**src/rtl/dpih_pkg.sv**
```systemverilog
package dpih_pkg;
   localparam int MAX_CH    = 64;
   localparam int MAX_PAIRS = MAX_CH / 2;
   localparam int CH_W      = 6;
   localparam int ST_W      = 7;
   localparam int DONE_BIT  = 0;
   localparam int ERR_BIT   = 6;
endpackage

```
**src/rtl/dpih_cmd_decode.sv**
```systemverilog
module dpih_cmd_decode
   import dpih_pkg::*;
#(
   parameter int NUM_CH = 8
) (
   input  logic                 clk,
   input  logic                 rst_n,
   input  logic [MAX_PAIRS-1:0] tx_start,
   input  logic [MAX_PAIRS-1:0] tx_stop,
   input  logic [MAX_PAIRS-1:0] rx_start,
   input  logic [MAX_PAIRS-1:0] rx_stop,
   output logic [NUM_CH-1:0]    start_o,
   output logic [NUM_CH-1:0]    stop_o
);
   for (genvar c = 0; c < NUM_CH; c++) begin : g_ch
      localparam int PAIR = c / 2;
      logic go, halt;
      if (c % 2 == 0) begin : g_tx
         assign go   = tx_start[PAIR];
         assign halt = tx_stop[PAIR];
      end else begin : g_rx
         assign go   = rx_start[PAIR];
         assign halt = rx_stop[PAIR];
      end
      always_ff @(posedge clk) begin
         if (!rst_n) begin
            start_o[c] <= 1'b0;
            stop_o[c]  <= 1'b0;
         end else begin
            start_o[c] <= go & ~halt;
            stop_o[c]  <= halt;
         end
      end
   end

   p_start_follows_r1: assert property (@(posedge clk) disable iff (!rst_n)
      tx_start[0] && !tx_stop[0] |=> start_o[0]);
   p_stop_wins_r4: assert property (@(posedge clk) disable iff (!rst_n)
      tx_start[0] && tx_stop[0] |=> stop_o[0] && !start_o[0]);
   p_never_both_r4: assert property (@(posedge clk) disable iff (!rst_n)
      (start_o & stop_o) == '0);
endmodule

```
**src/rtl/dpih_mask_bank.sv**
```systemverilog
module dpih_mask_bank
   import dpih_pkg::*;
#(
   parameter int NUM_CH  = 8,
   parameter int NUM_OUT = 4,
   localparam int OUT_W  = (NUM_OUT > 1) ? $clog2(NUM_OUT) : 1
) (
   input  logic                      clk,
   input  logic                      rst_n,
   input  logic                      wr,
   input  logic [OUT_W-1:0]          sel_out,
   input  logic [CH_W-1:0]           sel_ch,
   input  logic [ST_W-1:0]           wdata,
   output logic [NUM_OUT*NUM_CH-1:0] done_en,
   output logic [NUM_OUT*NUM_CH-1:0] err_en
);
   for (genvar o = 0; o < NUM_OUT; o++) begin : g_out
      for (genvar c = 0; c < NUM_CH; c++) begin : g_ch
         logic hit;
         assign hit = wr && (sel_out == OUT_W'(o)) && (sel_ch == CH_W'(c));
         always_ff @(posedge clk) begin
            if (!rst_n) begin
               done_en[o*NUM_CH+c] <= 1'b0;
               err_en[o*NUM_CH+c]  <= 1'b0;
            end else if (hit) begin
               done_en[o*NUM_CH+c] <= wdata[DONE_BIT];
               err_en[o*NUM_CH+c]  <= wdata[ERR_BIT];
            end
         end
      end
   end

   p_mask_write_r7: assert property (@(posedge clk) disable iff (!rst_n)
      wr && sel_out == '0 && sel_ch == '0 |=>
         done_en[0] == $past(wdata[DONE_BIT]) && err_en[0] == $past(wdata[ERR_BIT]));
endmodule

```
**src/rtl/dpih_summary.sv**
```systemverilog
module dpih_summary
   import dpih_pkg::*;
#(
   parameter int NUM_CH = 8
) (
   input  logic                 clk,
   input  logic                 rst_n,
   input  logic [NUM_CH-1:0]    done_st,
   input  logic [NUM_CH-1:0]    err_st,
   input  logic [NUM_CH-1:0]    done_en,
   input  logic [NUM_CH-1:0]    err_en,
   output logic [MAX_PAIRS-1:0] tx_sum,
   output logic [MAX_PAIRS-1:0] rx_sum
);
   logic [NUM_CH-1:0] hot;
   assign hot = (done_st & done_en) | (err_st & err_en);

   for (genvar p = 0; p < MAX_PAIRS; p++) begin : g_pair
      if (2*p < NUM_CH) begin : g_tx
         always_ff @(posedge clk) begin
            if (!rst_n) tx_sum[p] <= 1'b0;
            else        tx_sum[p] <= hot[2*p];
         end
      end else begin : g_tx_none
         assign tx_sum[p] = 1'b0;
      end
      if (2*p+1 < NUM_CH) begin : g_rx
         always_ff @(posedge clk) begin
            if (!rst_n) rx_sum[p] <= 1'b0;
            else        rx_sum[p] <= hot[2*p+1];
         end
      end else begin : g_rx_none
         assign rx_sum[p] = 1'b0;
      end
   end

   p_done_reaches_sum_r8: assert property (@(posedge clk) disable iff (!rst_n)
      done_st[0] && done_en[0] |=> tx_sum[0]);
endmodule

```
**src/rtl/dma_pair_irq_hub.sv**
```systemverilog
module dma_pair_irq_hub
   import dpih_pkg::*;
#(
   parameter int NUM_CH   = 8,
   parameter int NUM_OUT  = 4,
   parameter bit IRQ_FLOP = 1'b0,
   localparam int OUT_W   = (NUM_OUT > 1) ? $clog2(NUM_OUT) : 1
) (
   input  logic                         clk,
   input  logic                         rst_n,
   input  logic [31:0]                  tx_start_wr,
   input  logic [31:0]                  tx_stop_wr,
   input  logic [31:0]                  rx_start_wr,
   input  logic [31:0]                  rx_stop_wr,
   input  logic                         mask_wr,
   input  logic [OUT_W-1:0]             mask_out,
   input  logic [5:0]                   mask_ch,
   input  logic [6:0]                   mask_data,
   input  logic [NUM_CH-1:0]            ch_done,
   input  logic [NUM_CH-1:0]            ch_err,
   output logic [NUM_CH-1:0]            ch_start,
   output logic [NUM_CH-1:0]            ch_stop,
   output logic [NUM_OUT*MAX_PAIRS-1:0] tx_summary,
   output logic [NUM_OUT*MAX_PAIRS-1:0] rx_summary,
   output logic [NUM_OUT-1:0]           irq
);
   if (NUM_CH < 1 || NUM_CH > MAX_CH) begin : g_bad_ch
      $error("NUM_CH must lie in 1..64");
   end
   if (NUM_OUT < 1) begin : g_bad_out
      $error("NUM_OUT must be at least 1");
   end

   logic [NUM_OUT*NUM_CH-1:0] done_en, err_en;

   dpih_cmd_decode #(.NUM_CH(NUM_CH)) u_cmd (
      .clk(clk), .rst_n(rst_n),
      .tx_start(tx_start_wr), .tx_stop(tx_stop_wr),
      .rx_start(rx_start_wr), .rx_stop(rx_stop_wr),
      .start_o(ch_start), .stop_o(ch_stop));

   dpih_mask_bank #(.NUM_CH(NUM_CH), .NUM_OUT(NUM_OUT)) u_mask (
      .clk(clk), .rst_n(rst_n), .wr(mask_wr), .sel_out(mask_out),
      .sel_ch(mask_ch), .wdata(mask_data),
      .done_en(done_en), .err_en(err_en));

   for (genvar o = 0; o < NUM_OUT; o++) begin : g_out
      logic [MAX_PAIRS-1:0] tx_w, rx_w;
      dpih_summary #(.NUM_CH(NUM_CH)) u_sum (
         .clk(clk), .rst_n(rst_n),
         .done_st(ch_done), .err_st(ch_err),
         .done_en(done_en[o*NUM_CH +: NUM_CH]),
         .err_en(err_en[o*NUM_CH +: NUM_CH]),
         .tx_sum(tx_w), .rx_sum(rx_w));
      assign tx_summary[o*MAX_PAIRS +: MAX_PAIRS] = tx_w;
      assign rx_summary[o*MAX_PAIRS +: MAX_PAIRS] = rx_w;

      if (IRQ_FLOP) begin : g_irq_reg
         always_ff @(posedge clk) begin
            if (!rst_n) irq[o] <= 1'b0;
            else        irq[o] <= (|tx_w) | (|rx_w);
         end
      end else begin : g_irq_comb
         assign irq[o] = (|tx_w) | (|rx_w);
      end
   end

   p_quiet_inputs_r10: assert property (@(posedge clk) disable iff (!rst_n)
      !IRQ_FLOP && $past(ch_done == '0 && ch_err == '0) |-> irq == '0);
endmodule

```
**config.mk**
```make
export PLATFORM = sky130hd
export DESIGN_NAME = dma_pair_irq_hub
export DESIGN_NICKNAME = d
export VERILOG_FILES = /design/src/rtl/dpih_pkg.sv /design/src/rtl/dpih_cmd_decode.sv /design/src/rtl/dpih_mask_bank.sv /design/src/rtl/dpih_summary.sv /design/src/rtl/dma_pair_irq_hub.sv
export SDC_FILE = /design/constraint.sdc
export NUM_CORES = 1
export LEC_CHECK = 0
export BUFFER_PORTS_ARGS = -buffer_cell sky130_fd_sc_hd__buf_2
export CORE_AREA = 4 4 168 170
export CTS_CLUSTER_DIAMETER = 150
export CTS_CLUSTER_SIZE = 28
export DETAILED_ROUTE_END_ITERATION = 10
export DIE_AREA = 0 0 172 174
export GPL_ROUTABILITY_DRIVEN = 0
export MAX_ROUTING_LAYER = met4
export SLEW_MARGIN = 5
export SYNTH_ARGS = -nofsm -noshare
export SYNTH_HDL_FRONTEND = slang
export SYNTH_SLANG_ARGS = --single-unit
```
**constraint.sdc**
```tcl
create_clock -name clk -period 1.1 [get_ports clk]
set_input_delay 0.055 -clock clk [delete_from_list [all_inputs] [get_ports clk]]
set_output_delay 0.055 -clock clk [all_outputs]
set_load 0.02 [all_outputs]
```
==> summary.txt, run 1 <==
Timing
  • Clk_skew: 0.00801 ns
  • Final setup violation count: 4
  • Final Hold Fails: 0
  • Fmax: 728 MHz
  • Slew Limit Fails: 0
  • RSZ-0062 raised after global routing: yes
  • Worst Setup Slack, final: -0.273 ns
  • Final period util: 125%
  • Hold_ws: between 0.02 and 0.03 ns
  • Fin crit period: around 1.4 ns

Final layout
  • Area of the multi-input gates: 2770 um2
  • Cell area after layout: between 6000 and 7000 um2
  • Ratio of cells with drive above 1 in the final layout: a little under a quarter
  • Core Util, Final: between 20% and 30%
  • Fillers: 2868
  • Area grow syn2layout: 13.0%
  • Nets: between 900 and 1000
  • Register Area: about 2300 um2

Synth
  • Mux contribution to synthesized area: 10.7%
  • Synth Area in Adders: 0%
  • Top FF cell, synth: dfxtp_1
  • Post-Synthesis Cells: ~630
  • Post-synth cell types: 27
  • Syn_area_per_cell: 9.54 um2
  • Area contributors post-synth: dfxtp_1 37%, buf_4 28%, mux2i_1 11%
  • Syn Std Cell Area: roughly 6000 um2
  • Synth Area in Compound Gates: 4.02%
  • Synth Area in Simple Gates: around 17%
  • Post-synth top area cell: dfxtp_1
  • XOR/XNOR share of the synthesized area: 0%
  • Yosys warnings: 0
  • Post-synth ARST share: 0%
  • Share of Yosys cell area claimed by the top area cell type: about 37%
  • Largest family of logic cells by synthesized area: buffers and inverters
  • Synthesis-stage register bit count: 112
  • Register area share after synthesis: a little under two fifths
  • Number of synthesized flops with an enable pin: 0

Route
  • DRC: 0
  • Detailed Routing Iterations Pass 1: 4
  • WL/cell: 12.6 um
  • Vias/cell: between 3 and 4
  • DRT iter0 DRCs: around 110
  • Routed via count: 3877
  • Detailed-route wire length: between 10000 and 15000 um
  • Post-DRT Antenna Nets: 0

Placed design
  • Placed Area: 6190 um2
  • Port-buffer cells: 96
  • Detail Placement HPWL: 10900 um

Status
  • Outcome: finished, violations left
  • Failing checks: negative setup slack

CTS
  • Worst-path clk slew: ~0.080 ns
  • Longest Clk Path Bufs: 2
  • TritonCTS Buffers: 9
  • H-tree depth: 3
  • CTS tree: done
  • Clk_lat worst skew: about 0.35 ns
  • Root Driver: clkbuf_16
  • Clock Sinks: 112

Global routing
  • Total GRT Usage: roughly 9%
  • Pin count of the biggest net entering global routing: 68
  • Initial antenna violation count: 8
  • Vias in the first global route: 3493
  • First-pass GRT wire length: 19600 um
  • Gr ovfl total: 0

Power
  • Leak Pwr: 3.31 nW
  • Pwr Density: 1290 nW/um2
  • IR drop worst, VDD: 568 uV

Hold path
  • Worst Hold Class: primary input to flop

Floorplanning
  • Core box area: roughly 27000 um2
  • Row count: 60
  • Die H: around 170 um
  • Die width: 172 um
  • Initial cell density of the core: roughly 22%
  • IO Pins: around 440
  • Die area: approximately 30000 um2

Worst setup path
  • Critical path launch point type: flop
  • Required @ worst endpoint: between 1 and 1.5 ns
  • Crit. End Element: primary output
  • Worst path cell trace: nor4_2 > buf_4 > nand2_2 > buf_6
  • Slowest stage delay, CP: roughly 0.33 ns
  • CP Class: flop to primary output
  • WP data arrival: approximately 1.3 ns
  • Slowest stage cell, crit path: dfxtp_2
  • Crit-path max FO: 2

Job
  • Max-cap check violation count: 0
[kinds of logic after synthesis]
logic type             Yosys count
muxes                           64
DFF                            112
and+or+nand+nor                167
buffers and inverters          251
AOI/OAI and AO/OA               32
other                            1
[metrics by stage]
step / TNS, ns / total power [W] / std cells / setup slack (ns)
3_3_place_gp: -2.18 / 0.00536 / 1066 / -0.107
4_1_cts: -1.16 / 0.00887 / 1097 / -0.311
3_5_place_dp: -2.91 / 0.00536 / 1066 / -0.135
5_1_grt: -1.31 / 0.00913 / 1106 / -0.353
6_report: -1.01 / 0.00873 / 1106 / -0.273
2_1_floorplan: 0 / 0.00570 / 850 / 0.104
[registers in the layout, indices dropped and copies added (netlist names)]
| signal | count |
|---|---|
| g_out.u_sum.rx_sum | 16 |
| g_out.u_sum.tx_sum | 16 |
| u_cmd.start_o | 8 |
| u_cmd.stop_o | 8 |
| u_mask.done_en | 32 |
| u_mask.err_en | 32 |
[per-layer routing]
| metal | GRT usage (%) | vias up | share of wire [%] |
|---|---|---|---|
| met4 | 3.73 | 0 | 2.5 |
| met5 | - | - | 0 |
| met2 | 15.3 | 190 | 51 |
| met3 | 2.77 | 12 | 8.6 |
| met1 | 9.25 | 1788 | 37 |
| li1 | - | 1887 | - |
[repair_timing]
| item | CTS | global route |
|---|---|---|
| pin swaps | 4 | 2 |
| setup buffers | 0 | 1 |
| hold buffers | 16 | 0 |
| endpoints found under the hold margin | 16 | 0 |
| setup endpoints to repair | 4 | 4 |
| gates resized for setup | 22 | 4 |
[cell type report]
type                            count  share of cell area [%]
Antenna cell                        8                   0.296
Clock buffer                        9                    3.33
Clock inverter                      6                    1.15
Multi-Input combinational cell    487                    41.0
Sequential cell                   112                    33.3
Tap cell                          341                    6.31
Timing Repair Buffer              143                    14.6
[synth_stat cells (4+ instances only)]
cell type    n
nand3_1     14
clkbuf_1    12
nor2b_1     34
nand3_2      8
dfxtp_1    112
mux2i_1     64
a22oi_1     32
nand2_1     70
buf_4      225
and3b_1     10
buf_2        5
and4_1       4
and4_2       4
and2_1       8
nor4_1       8
[placed cells by master, fill, tap and decap left out, types with 7 or more instances in the layout]
cell type,instances
a22oi_1,32
and2_1,8
and3b_1,10
buf_12,7
buf_2,92
buf_4,24
clkbuf_16,9
conb_1,224
dfxtp_1,104
dfxtp_2,8
diode_2,8
dlygate4sd3_1,16
mux2i_1,64
nand2_1,66
nand3_1,14
nand3_2,8
nor2b_1,34
[worst max-delay path: cells and delay by family, from the launching register on]
| kind | cells | cell delay [ns] |
|---|---|---|
| buf+inv | 2 | 0.32 |
| simple gates | 2 | 0.31 |
| flops | 1 | 0.33 |
[final timing paths]
path	start	end	slack (ns)	depth (start not counted)
worst max-delay path	g_out[3].u_sum.rx_sum[3]$_SDFF_PN0_	irq[3]	-0.27	4
worst min-delay path	ch_err[4]	g_out[1].u_sum.tx_sum[2]$_SDFF_PN0_	0.03	3
worst max register to register	u_mask.done_en[23]$_SDFFE_PN0P_	g_out[2].u_sum.rx_sum[3]$_SDFF_PN0_	0.32	2
worst min register to register	u_mask.done_en[31]$_SDFFE_PN0P_	u_mask.done_en[31]$_SDFFE_PN0P_	0.46	2
[power breakdown]
part | switching [W] | leakage, nW | internal (W)
registers | 0.00000681 | 0.909 | 0.00408
clock network | 0.00160 | 0.146 | 0.00180
logic | 0.000996 | 2.25 | 0.000245
total | 0.00261 | 3.31 | 0.00613
Power figures use the tool's default switching activity.
==> inputs of run 2 (changes only) <==
==> constraint.sdc (replaced) <==
create_clock -name clk -period 1.1 [get_ports clk]
set_input_delay 0.165 -clock clk [delete_from_list [all_inputs] [get_ports clk]]
set_output_delay 0.165 -clock clk [all_outputs]
set_load 0.02 [all_outputs]
==> summary.txt, run 2 (same netlist as run 1, synthesis figures left out) <==
Timing
  • Slew Limit Fails: 0
  • RSZ-0062 raised after global routing: yes
  • Final period util: 135%
  • Hold_ws: 0.0219 ns
  • Setup TNS: -1.54 ns
  • Fmax: 673 MHz
  • Final setup violation count: 5
  • Fin crit period: 1.49 ns
  • Clk_skew: between 0.007 and 0.008 ns
  • Worst Setup Slack, final: -0.387 ns
  • Final Hold Fails: 0

Floorplanning
  • Row count: 60
  • Die area: 29900 um2
  • Initial cell density of the core: around 22%
  • Die H: 174 um
  • IO Pins: between 400 and 500
  • Core box area: 26700 um2
  • Die width: between 150 and 200 um

Final layout
  • Most frequent cells in the layout: 224 x conb_1, 94 x dfxtp_1, 76 x buf_2
  • Cell area after layout: ~7000 um2
  • Area grow syn2layout: 15.2%
  • Fillers: 2857
  • Most common cell after layout, fill and taps aside: conb_1
  • Ratio of cells with drive above 1 in the final layout: between 20% and 30%
  • Nets: a little over 900
  • Finished Layout Cells: 1105
  • Top flop regs: u_mask.done_en: 32 flops, u_mask.err_en: 32 flops

Route
  • Detailed Routing Iterations Pass 1: 4
  • WL/cell: approximately 13 um
  • DRT iter0 DRCs: 130
  • Detailed-route wire length: 14000 um
  • Post-DRT Antenna Nets: 0
  • Routed via count: about 3900
  • DRC: 0
  • Vias/cell: between 3 and 4

Global routing
  • Vias in the first global route: 3461
  • Pin count of the biggest net entering global routing: 43
  • Total GRT Usage: a little under 9%
  • Initial antenna violation count: 7
  • Gr ovfl total: 0
  • First-pass GRT wire length: between 15000 and 20000 um

Power
  • IR drop worst, VDD: between 600 and 700 uV
  • Pwr Density: around 1300 nW/um2
  • Leak Pwr: around 3.4 nW
  • Total chip power: roughly 0.0088 W

Placed design
  • Detail Placement HPWL: approximately 11000 um
  • Port-buffer cells: 96
  • Placed Area: approximately 6300 um2
  • DP Cell Count: ~1100

Worst setup path
  • Crit. End Element: primary output
  • WP data arrival: between 1 and 1.5 ns
  • CP Class: flop to primary output
  • Crit path launch: g_out[1].u_sum.tx_sum[1]$_SDFF_PN0_
  • Critical path launch point type: flop
  • Required @ worst endpoint: ~0.94 ns
  • Crit-path max FO: 2
  • Reg2reg start: u_mask.done_en[7]$_SDFFE_PN0P_

CTS
  • Root Driver: clkbuf_16
  • TritonCTS Buffers: 9
  • Longest Clk Path Bufs: 2
  • Clk_lat worst skew: around 0.36 ns
  • CTS tree: done
  • Worst-path clk slew: around 0.080 ns
  • Clock Sinks: between 100 and 150
  • H-tree depth: 3

Job
  • Max-cap check violation count: 0

Status
  • Outcome: finished, violations left
  • Failing checks: negative setup slack

Hold path
  • Worst Hold Class: primary input to flop
  • Hold Crit Start: rx_stop_wr[2]
-- run 2: worst paths after layout --
check	to	slack [ns]	cells after the start
worst max-delay path	irq[1]	-0.39	4
worst min-delay path	u_cmd.stop_o[5]$_SDFF_PN0_	0.02	2
worst max register to register	g_out[0].u_sum.rx_sum[3]$_SDFF_PN0_	0.23	2
worst min register to register	u_mask.err_en[21]$_SDFFE_PN0P_	0.46	2
-- run 2: area by class of cell --
class | instances | area [um2] | share of cell area [%]
repair buffers | 142 | 1090 | 15.9
well taps | 341 | 427 | 6.19
clock inverters | 6 | 81.3 | 1.18
clock buffers | 10 | 229 | 3.32
flip-flops and latches | 112 | 2260 | 32.9
diodes | 7 | 17.5 | 0.254
multi-input cells | 487 | 2780 | 40.3
-- run 2: per-stage QoR --
step                      worst slack (ns)  utilization, %
after floorplan                   -0.00618               -
after global placement              -0.205            23.6
after detailed placement            -0.237            23.6
after CTS                           -0.418            25.6
after global routing                -0.454            25.8
final                               -0.387            25.8
-- run 2: where the power goes --
group          switching [W]  total (W)  internal [W]
clock network        0.00166    0.00350       0.00184
registers         0.00000709    0.00409       0.00408
logic               0.000995    0.00121      0.000213
-- run 2: critical path: stages (launching register included) --
cell and delay [ns]:
dfxtp_2 0.33, nor4_2 0.25, buf_4 0.18, nand2_2 0.06, buf_6 0.14
-- run 2: routing by layer --
metal	wire (um)	GRT usage [%]	up-vias
li1	-	-	1889
met1	5250	9.21	1788
met2	7290	15.5	187
met3	1180	2.39	16
met4	309	3.83	0
met5	0	-	-
-- run 2: timing repair --
action,in CTS,in global routing
hold buffers,0,0
setup buffers,4,8
pin swaps,4,3
endpoints found under the setup margin,19,22
gates resized for setup,73,17
